$ cat src/rtl/qspi_queue_ctrl.sv
module qspi_queue_ctrl (
  input  logic        clk,
  input  logic        rst_n,
  input  logic        reg_cs,
  input  logic        reg_we,
  input  logic [4:2]  reg_addr,
  input  logic [15:0] reg_wdata,
  output logic [15:0] reg_rdata,
  output logic        irq,
  output logic        sck,
  output logic        mosi,
  input  logic        miso,
  output logic        cs_assert
);

  localparam int ENTRIES = 16;
  localparam int PW      = $clog2(ENTRIES);
  localparam int DW      = 16;
  localparam int LW      = $clog2(DW) + 1;
  localparam int EW      = LW + 1;
  localparam logic [DW-1:0] MODE_MASK = 16'hBFFF;
  localparam logic [DW-1:0] WRAP_MASK = 16'hDF0F;

  typedef enum logic [1:0] {S_IDLE, S_SHIFT, S_GAP} st_t;

  logic [DW-1:0] tx_mem  [ENTRIES];
  logic [DW-1:0] rx_mem  [ENTRIES];
  logic [1:0]    cmd_mem [ENTRIES];

  logic [DW-1:0] mode_q, wrap_q, sh;
  logic [5:0]    ram_adr;
  logic          run_q, spif, abrt, wcef, en_spif, en_abrt, en_wcef;
  st_t           st;
  logic [PW-1:0] ptr, q_end, q_new;
  logic          q_wrap, cont_q, rbit, sck_q;
  logic [7:0]    hc;
  logic [EW-1:0] ecnt;
  logic [LW-1:0] wlen;

  logic       wr_en, port_acc, start_req, abort_req, tick, last, word_done, ending;
  logic [7:0] baud;
  logic       cpol, cpha;
  logic [3:0] bits;
  logic [PW-1:0] nxt_ptr, ld_idx;
  logic          ld_en;
  logic [LW-1:0] ld_w;
  logic [DW-1:0] ld_data, cap_word, ram_rd;

  function automatic logic [LW-1:0] width_of(input logic bitse, input logic [3:0] b);
    if (!bitse)        return LW'(8);
    else if (b == 4'd0) return LW'(16);
    else               return LW'(b);
  endfunction

  assign wr_en     = reg_cs & reg_we;
  assign port_acc  = reg_cs && (reg_addr == 3'd5);
  assign baud      = mode_q[7:0];
  assign cpol      = mode_q[9];
  assign cpha      = mode_q[8];
  assign bits      = mode_q[13:10];
  assign start_req = wr_en && reg_addr == 3'd1 && reg_wdata[15] && !run_q && mode_q[15];
  assign abort_req = wr_en && reg_addr == 3'd1 && !reg_wdata[15] && run_q;
  assign tick      = (st != S_IDLE) && (baud != 8'd0) && (hc == baud - 8'd1);
  assign last      = (ptr == q_end);
  assign word_done = (st == S_SHIFT) && tick && (ecnt == {wlen, 1'b0});
  assign ending    = word_done && last && !q_wrap;
  assign nxt_ptr   = last ? q_new : ptr + PW'(1);
  assign cap_word  = (cpha ? {sh[DW-2:0], rbit} : sh) & (16'hFFFF >> (LW'(DW) - wlen));

  always_comb begin
    ld_en  = 1'b0;
    ld_idx = ptr;
    if (start_req) begin
      ld_en  = 1'b1;
      ld_idx = wrap_q[PW-1:0];
    end else if (word_done && !ending && cont_q) begin
      ld_en  = 1'b1;
      ld_idx = nxt_ptr;
    end else if (st == S_GAP && tick) begin
      ld_en  = 1'b1;
    end
  end

  assign ld_w    = width_of(cmd_mem[ld_idx][0], bits);
  assign ld_data = tx_mem[ld_idx] << (LW'(DW) - ld_w);

  always_ff @(posedge clk or negedge rst_n) begin
    if (!rst_n) begin
      st     <= S_IDLE;
      run_q  <= 1'b0;
      ptr    <= '0;
      q_end  <= '0;
      q_new  <= '0;
      q_wrap <= 1'b0;
      hc     <= '0;
      ecnt   <= '0;
      wlen   <= LW'(8);
      cont_q <= 1'b0;
      sh     <= '0;
      rbit   <= 1'b0;
      sck_q  <= 1'b0;
    end else if (abort_req) begin
      st    <= S_IDLE;
      run_q <= 1'b0;
      sck_q <= cpol;
    end else begin
      case (st)
        S_IDLE: begin
          sck_q <= cpol;
          if (start_req) begin
            run_q  <= 1'b1;
            st     <= S_SHIFT;
            ptr    <= wrap_q[PW-1:0];
            q_new  <= wrap_q[PW-1:0];
            q_end  <= wrap_q[PW+7:8];
            q_wrap <= wrap_q[14];
          end
        end
        S_SHIFT: begin
          if (baud != 8'd0) hc <= tick ? 8'd0 : hc + 8'd1;
          if (tick && !word_done) begin
            sck_q <= ~sck_q;
            ecnt  <= ecnt + EW'(1);
            if (~ecnt[0] ^ cpha) rbit <= miso;
            else if (ecnt != '0) sh <= {sh[DW-2:0], rbit};
          end
          if (word_done) begin
            if (ending) begin
              st    <= S_IDLE;
              run_q <= 1'b0;
            end else begin
              ptr <= nxt_ptr;
              if (!cont_q) st <= S_GAP;
            end
          end
        end
        S_GAP: begin
          if (baud != 8'd0) hc <= tick ? 8'd0 : hc + 8'd1;
          if (tick) st <= S_SHIFT;
        end
        default: st <= S_IDLE;
      endcase
      if (ld_en) begin
        sh     <= ld_data;
        wlen   <= ld_w;
        cont_q <= cmd_mem[ld_idx][1];
        hc     <= '0;
        ecnt   <= '0;
      end
    end
  end

  always_ff @(posedge clk) begin
    if (word_done && !abort_req) rx_mem[ptr] <= cap_word;
    if (port_acc && reg_we && ram_adr[5:4] == 2'd0) tx_mem[ram_adr[3:0]] <= reg_wdata;
    if (port_acc && reg_we && ram_adr[5:4] == 2'd2) cmd_mem[ram_adr[3:0]] <= reg_wdata[15:14];
  end

  always_ff @(posedge clk or negedge rst_n) begin
    if (!rst_n) begin
      mode_q  <= '0;
      wrap_q  <= '0;
      ram_adr <= '0;
      spif    <= 1'b0;
      abrt    <= 1'b0;
      wcef    <= 1'b0;
      en_spif <= 1'b0;
      en_abrt <= 1'b0;
      en_wcef <= 1'b0;
    end else begin
      if (wr_en && reg_addr == 3'd0 && !run_q) mode_q <= reg_wdata & MODE_MASK;
      if (wr_en && reg_addr == 3'd2) wrap_q <= reg_wdata & WRAP_MASK;
      if (wr_en && reg_addr == 3'd4) ram_adr <= reg_wdata[5:0];
      else if (port_acc)             ram_adr <= ram_adr + 6'd1;
      if (wr_en && reg_addr == 3'd3) begin
        en_spif <= reg_wdata[8];
        en_abrt <= reg_wdata[10];
        en_wcef <= reg_wdata[11];
        spif    <= (spif & ~reg_wdata[0]) | (ending && !abort_req);
        abrt    <= (abrt & ~reg_wdata[2]) | abort_req;
        wcef    <= (wcef & ~reg_wdata[3]) | (word_done && last && q_wrap && !abort_req);
      end else begin
        spif <= spif | (ending && !abort_req);
        abrt <= abrt | abort_req;
        wcef <= wcef | (word_done && last && q_wrap && !abort_req);
      end
    end
  end

  always_comb begin
    case (ram_adr[5:4])
      2'd0:    ram_rd = tx_mem[ram_adr[3:0]];
      2'd1:    ram_rd = rx_mem[ram_adr[3:0]];
      2'd2:    ram_rd = {cmd_mem[ram_adr[3:0]], 14'd0};
      default: ram_rd = '0;
    endcase
  end

  always_comb begin
    reg_rdata = '0;
    if (reg_cs && !reg_we) begin
      case (reg_addr)
        3'd0: reg_rdata = mode_q;
        3'd1: reg_rdata = {run_q, 15'd0};
        3'd2: reg_rdata = wrap_q;
        3'd3: reg_rdata = {4'd0, en_wcef, en_abrt, 1'b0, en_spif, 4'd0, wcef, abrt, 1'b0, spif};
        3'd4: reg_rdata = {10'd0, ram_adr};
        3'd5: reg_rdata = ram_rd;
        default: reg_rdata = '0;
      endcase
    end
  end

  assign irq       = (spif & en_spif) | (abrt & en_abrt) | (wcef & en_wcef);
  assign sck       = sck_q;
  assign mosi      = sh[DW-1];
  assign cs_assert = (st == S_SHIFT);

  AST_CS_ONLY_RUN: assert property (@(posedge clk) disable iff (!rst_n) cs_assert |-> run_q);
  AST_END_FLAGGED: assert property (@(posedge clk) disable iff (!rst_n) $fell(run_q) |-> (spif || abrt));
  AST_WRAP_RUNS: assert property (@(posedge clk) disable iff (!rst_n) $rose(wcef) |-> run_q);
  AST_START_PTR: assert property (@(posedge clk) disable iff (!rst_n) $rose(run_q) |-> ptr == $past(wrap_q[PW-1:0]));
  AST_MODE_FROZEN: assert property (@(posedge clk) disable iff (!rst_n) (run_q && $past(run_q)) |-> $stable(mode_q));
  AST_STALL_NO_EDGE: assert property (@(posedge clk) disable iff (!rst_n) (run_q && baud == 8'd0) |=> $stable(sck));
  AST_EDGE_BOUND: assert property (@(posedge clk) disable iff (!rst_n) cs_assert |-> ecnt <= {wlen, 1'b0});

endmodule

$ cat config.mk
export PLATFORM = sky130hd
export DESIGN_NAME = qspi_queue_ctrl
export DESIGN_NICKNAME = d
export VERILOG_FILES = /design/src/rtl/qspi_queue_ctrl.sv
export SDC_FILE = /design/constraint.sdc
export NUM_CORES = 1
export LEC_CHECK = 0
export BUFFER_PORTS_ARGS = -buffer_cell sky130_fd_sc_hd__clkbuf_2
export CAP_MARGIN = 20
export CORE_ASPECT_RATIO = 2
export CORE_MARGIN = 1
export CORE_UTILIZATION = 30
export DETAILED_ROUTE_END_ITERATION = 10
export HOLD_SLACK_MARGIN = 0.12
export PLACE_DENSITY = 0.4
export SLEW_MARGIN = 0
export SYNTH_ARGS = -nofsm -noshare
export SYNTH_HDL_FRONTEND = slang
export SYNTH_SLANG_ARGS = --single-unit
$ cat constraint.sdc
create_clock -name clk -period 10.9 [get_ports clk]
set_input_delay 2.18 -clock clk [delete_from_list [all_inputs] [get_ports clk]]
set_output_delay 2.18 -clock clk [all_outputs]
set_load 0.02 [all_outputs]
==> flow_metrics.tcl <==
set metrics [dict create \
    grt_max_degree 99 \
    post-route-min-period_ns 8.77 \
    syn_inst 2047 \
    worst_pin_slew_ns 1.22 \
    finalMaxSlewViolations 0 \
    drt-total-wl_mm 116 \
    post_cts_buffers 0 \
    final_cell_mix "edfxtp_1, mux4_2, nand2_1, nor2_1, mux2i_1" \
    drive_gt1_share_pct 24.9 \
    viasPerCell 5.53 \
    yosys_warnings 0 \
    synth_nets 2093 \
    power_per_cell_area_nw_per_um2 246 \
    layout_commonest_cell "edfxtp_1" \
    top_usage_layer "met2" \
    crit_path_start_kind "input port" \
    setup_viol 0 \
    fp.dieArea_sq_um 103000 \
    yosys-top-cells-area "edfxtp_1, mux4_2, dfrtp_1" \
    async_flop_share_pct 14.5 \
    nets 2144 \
    clkTransAtPathRegs_ns 0.07 \
    cp_cell_sequence "clkbuf_2 > nand4b_1 > or4_1 > nand4_1 > a211o_1 > o21a_1 > nand3_1 > a311oi_1 > a32oi_2 > a21boi_4 > inv_2 > ha_1 > inv_1 > nor2_1 > a22o_1 > nor4_2 > a22oi_1 > a22oi_1 > a31oi_1" \
    grt_pass1_vias 20400 \
    place_inst 3371 \
    synth_edf_count 544 \
    io_buffers 43 \
    min_period_over_period_pct 80.5 \
    slowest_delay_ns 0.89 \
    grt_pass1_wl_mm 161 \
    finalSetupTns_ns 0 \
    vdd_ir_drop_max_mv 0.143 \
    cts_tree "done" \
    fp.coreArea_sq_um 101000 \
    rows 165 \
    vias 19300 \
    place_hpwl_mm 80.4 \
    dr.pass1.iters 7 \
    crit_path_end_kind "register" \
    synth_area_per_cell_sq_um 14.9 \
    gp_congestion 0.915 \
    drc 0 \
    worst_path_max_delay_cell "ha_1" \
    use_met1_pct 23.6 \
    relSlewSlack_pct 17.7 \
    holdBufCountCts 0 \
    cp_common_cell "a22oi_1" \
    ant_nets 0 \
    p_leak_uw 0.0116 \
    cts_resized 0 \
    cts_sinks 636 \
    min_path_type "register to register" \
    clock-root-buffer "clkbuf_16" \
    antenna_found_initial 3 \
    required_ns 11.48 \
    status "finished, final reports clean" \
    synthToLayoutAreaGrowth_pct 13.4 \
    grt_usage_pct 22.7 \
    io_pins 44 \
    grt_util_met2_pct 42.4 \
    yosys_most_used_dff "edfxtp_1" \
    gr-usage-met3_pct 2.46 \
    cts.path.max_buffers 3 \
    grt-ovfl-total 0 \
    cp_top_family "compound AO/OA/AOI/OAI gates" \
    register_area_sq_um 18700 \
    maxCapViolations 0 \
    fmax_mhz 114 \
    finalWorstSetupSlack_ns 2.13 \
    ys_types 95 \
    grt_setup_unrepaired "false" \
    htreeDepth 2 \
    multi_input_area_sq_um 11400 \
    synth-seq-area-share_pct 61.0 \
    crit_type "input port to register" \
    synthesis.area_sq_um 30500 \
    initial_core_util_pct 30.2 \
    synth_top_area_share_pct 53.5 \
    holdWs_ns 0.492 \
    dr.first_iter.drc_count 1528 \
    post-place-ws_ns 1.60 \
    path_max_fanout 36 \
    cts_buffers 60 \
    die_h_um 453 \
    instances_no_fill 3486 \
    report.power.total_uw 8510 \
    finalHoldViolCount 0 \
    crit_arrival_ns 9.35 \
    clock_skew_ns 0.0189 \
    synth-seq-cells 636 \
    yosysTopAreaCell "edfxtp_1" \
    clk_latency_ns 0.67 \
    nFillCells 9661 \
    die_x_um 228 \
    wl_per_cell_um 33.1 \
    worst-path-buf-inv 3 \
]
stage by stage:
stage | utilization, % | area, sq um
final | 34.3 | 34600
after global routing | 34.3 | 34600
after CTS | 34.3 | 34600
after detailed placement | 32.3 | 32600
after global placement | 32.3 | 32600
after floorplan | - | 30500
worst min-delay path: cells and delay by family, from the launching register on:
kind	cells	cell delay, ns
and+or+nand+nor	1	0.04
AOI/OAI and AO/OA	1	0.07
DFF	1	0.34
worst paths after layout:
path	startpoint	to	slack, ns	cells past startpoint
max	reg_wdata[15]	sh[15]	2.13	19
min	q_new[3]	q_new[3]	0.49	2
max reg2reg	mode_q[0]	sh[15]	3.39	20
min reg2reg	q_new[3]	q_new[3]	0.49	2
max in group asynchronous	rst_n	ram_adr[1]	8.05	2
min in group asynchronous	rst_n	hc[7]	1.46	1
cells in the mapped netlist (all sizes together) (28+ instances only):
master	number
clkbuf	62
o21ai	69
nor3	45
inv	31
dfrtp	91
edfxtp	544
a22oi	28
mux2	79
buf	67
mux4	170
and3	40
nand3	66
nor2	114
a21oi	59
nand2	173
mux2i	89
cells by family (layout without fill, tap and decap cells):
group	count (synthesis)	count (layout)	synth area share, %
XOR/XNOR	34	34	0.975
adder cells (fa/ha/maj)	22	22	0.901
flip-flops	636	636	61.0
other	0	3	0
multiplexers	338	338	18.4
AO/OA/AOI/OAI	336	336	8.06
buffers and inverters	160	260	2.38
AND/OR/NAND/NOR	521	521	8.26
routing by layer:
metal	wire [um]	share of wire [%]
met1	39600	34
met5	28	0.024
met4	8620	7.5
met2	63100	55
met3	4170	3.6
registers in the layout, indices dropped and copies added, names as in the netlist, 2 cells and up:
| register | count |
|---|---|
| ram_adr | 6 |
| cmd_mem | 32 |
| ptr | 4 |
| ecnt | 6 |
| wrap_q | 11 |
| q_end | 4 |
| rx_mem | 256 |
| tx_mem | 256 |
| st | 2 |
| mode_q | 15 |
| q_new | 4 |
| wlen | 5 |
| hc | 8 |
| sh | 16 |
cell type report:
class                      count  share of cell area, %
inverter                      31                  0.336
tap                         1336                   4.83
clock inverter                39                   1.27
sequential                   636                   53.9
clock buffer                  72                   4.53
multi-input combinational   1251                   32.8
timing repair buffer         118                   2.34
antenna                        3                 0.0217
where the power goes:
part | switching, uW | internal, uW
clock network | 990 | 1240
logic | 2070 | 1100
registers | 201 | 2900
(Power assumes the default switching activity.)
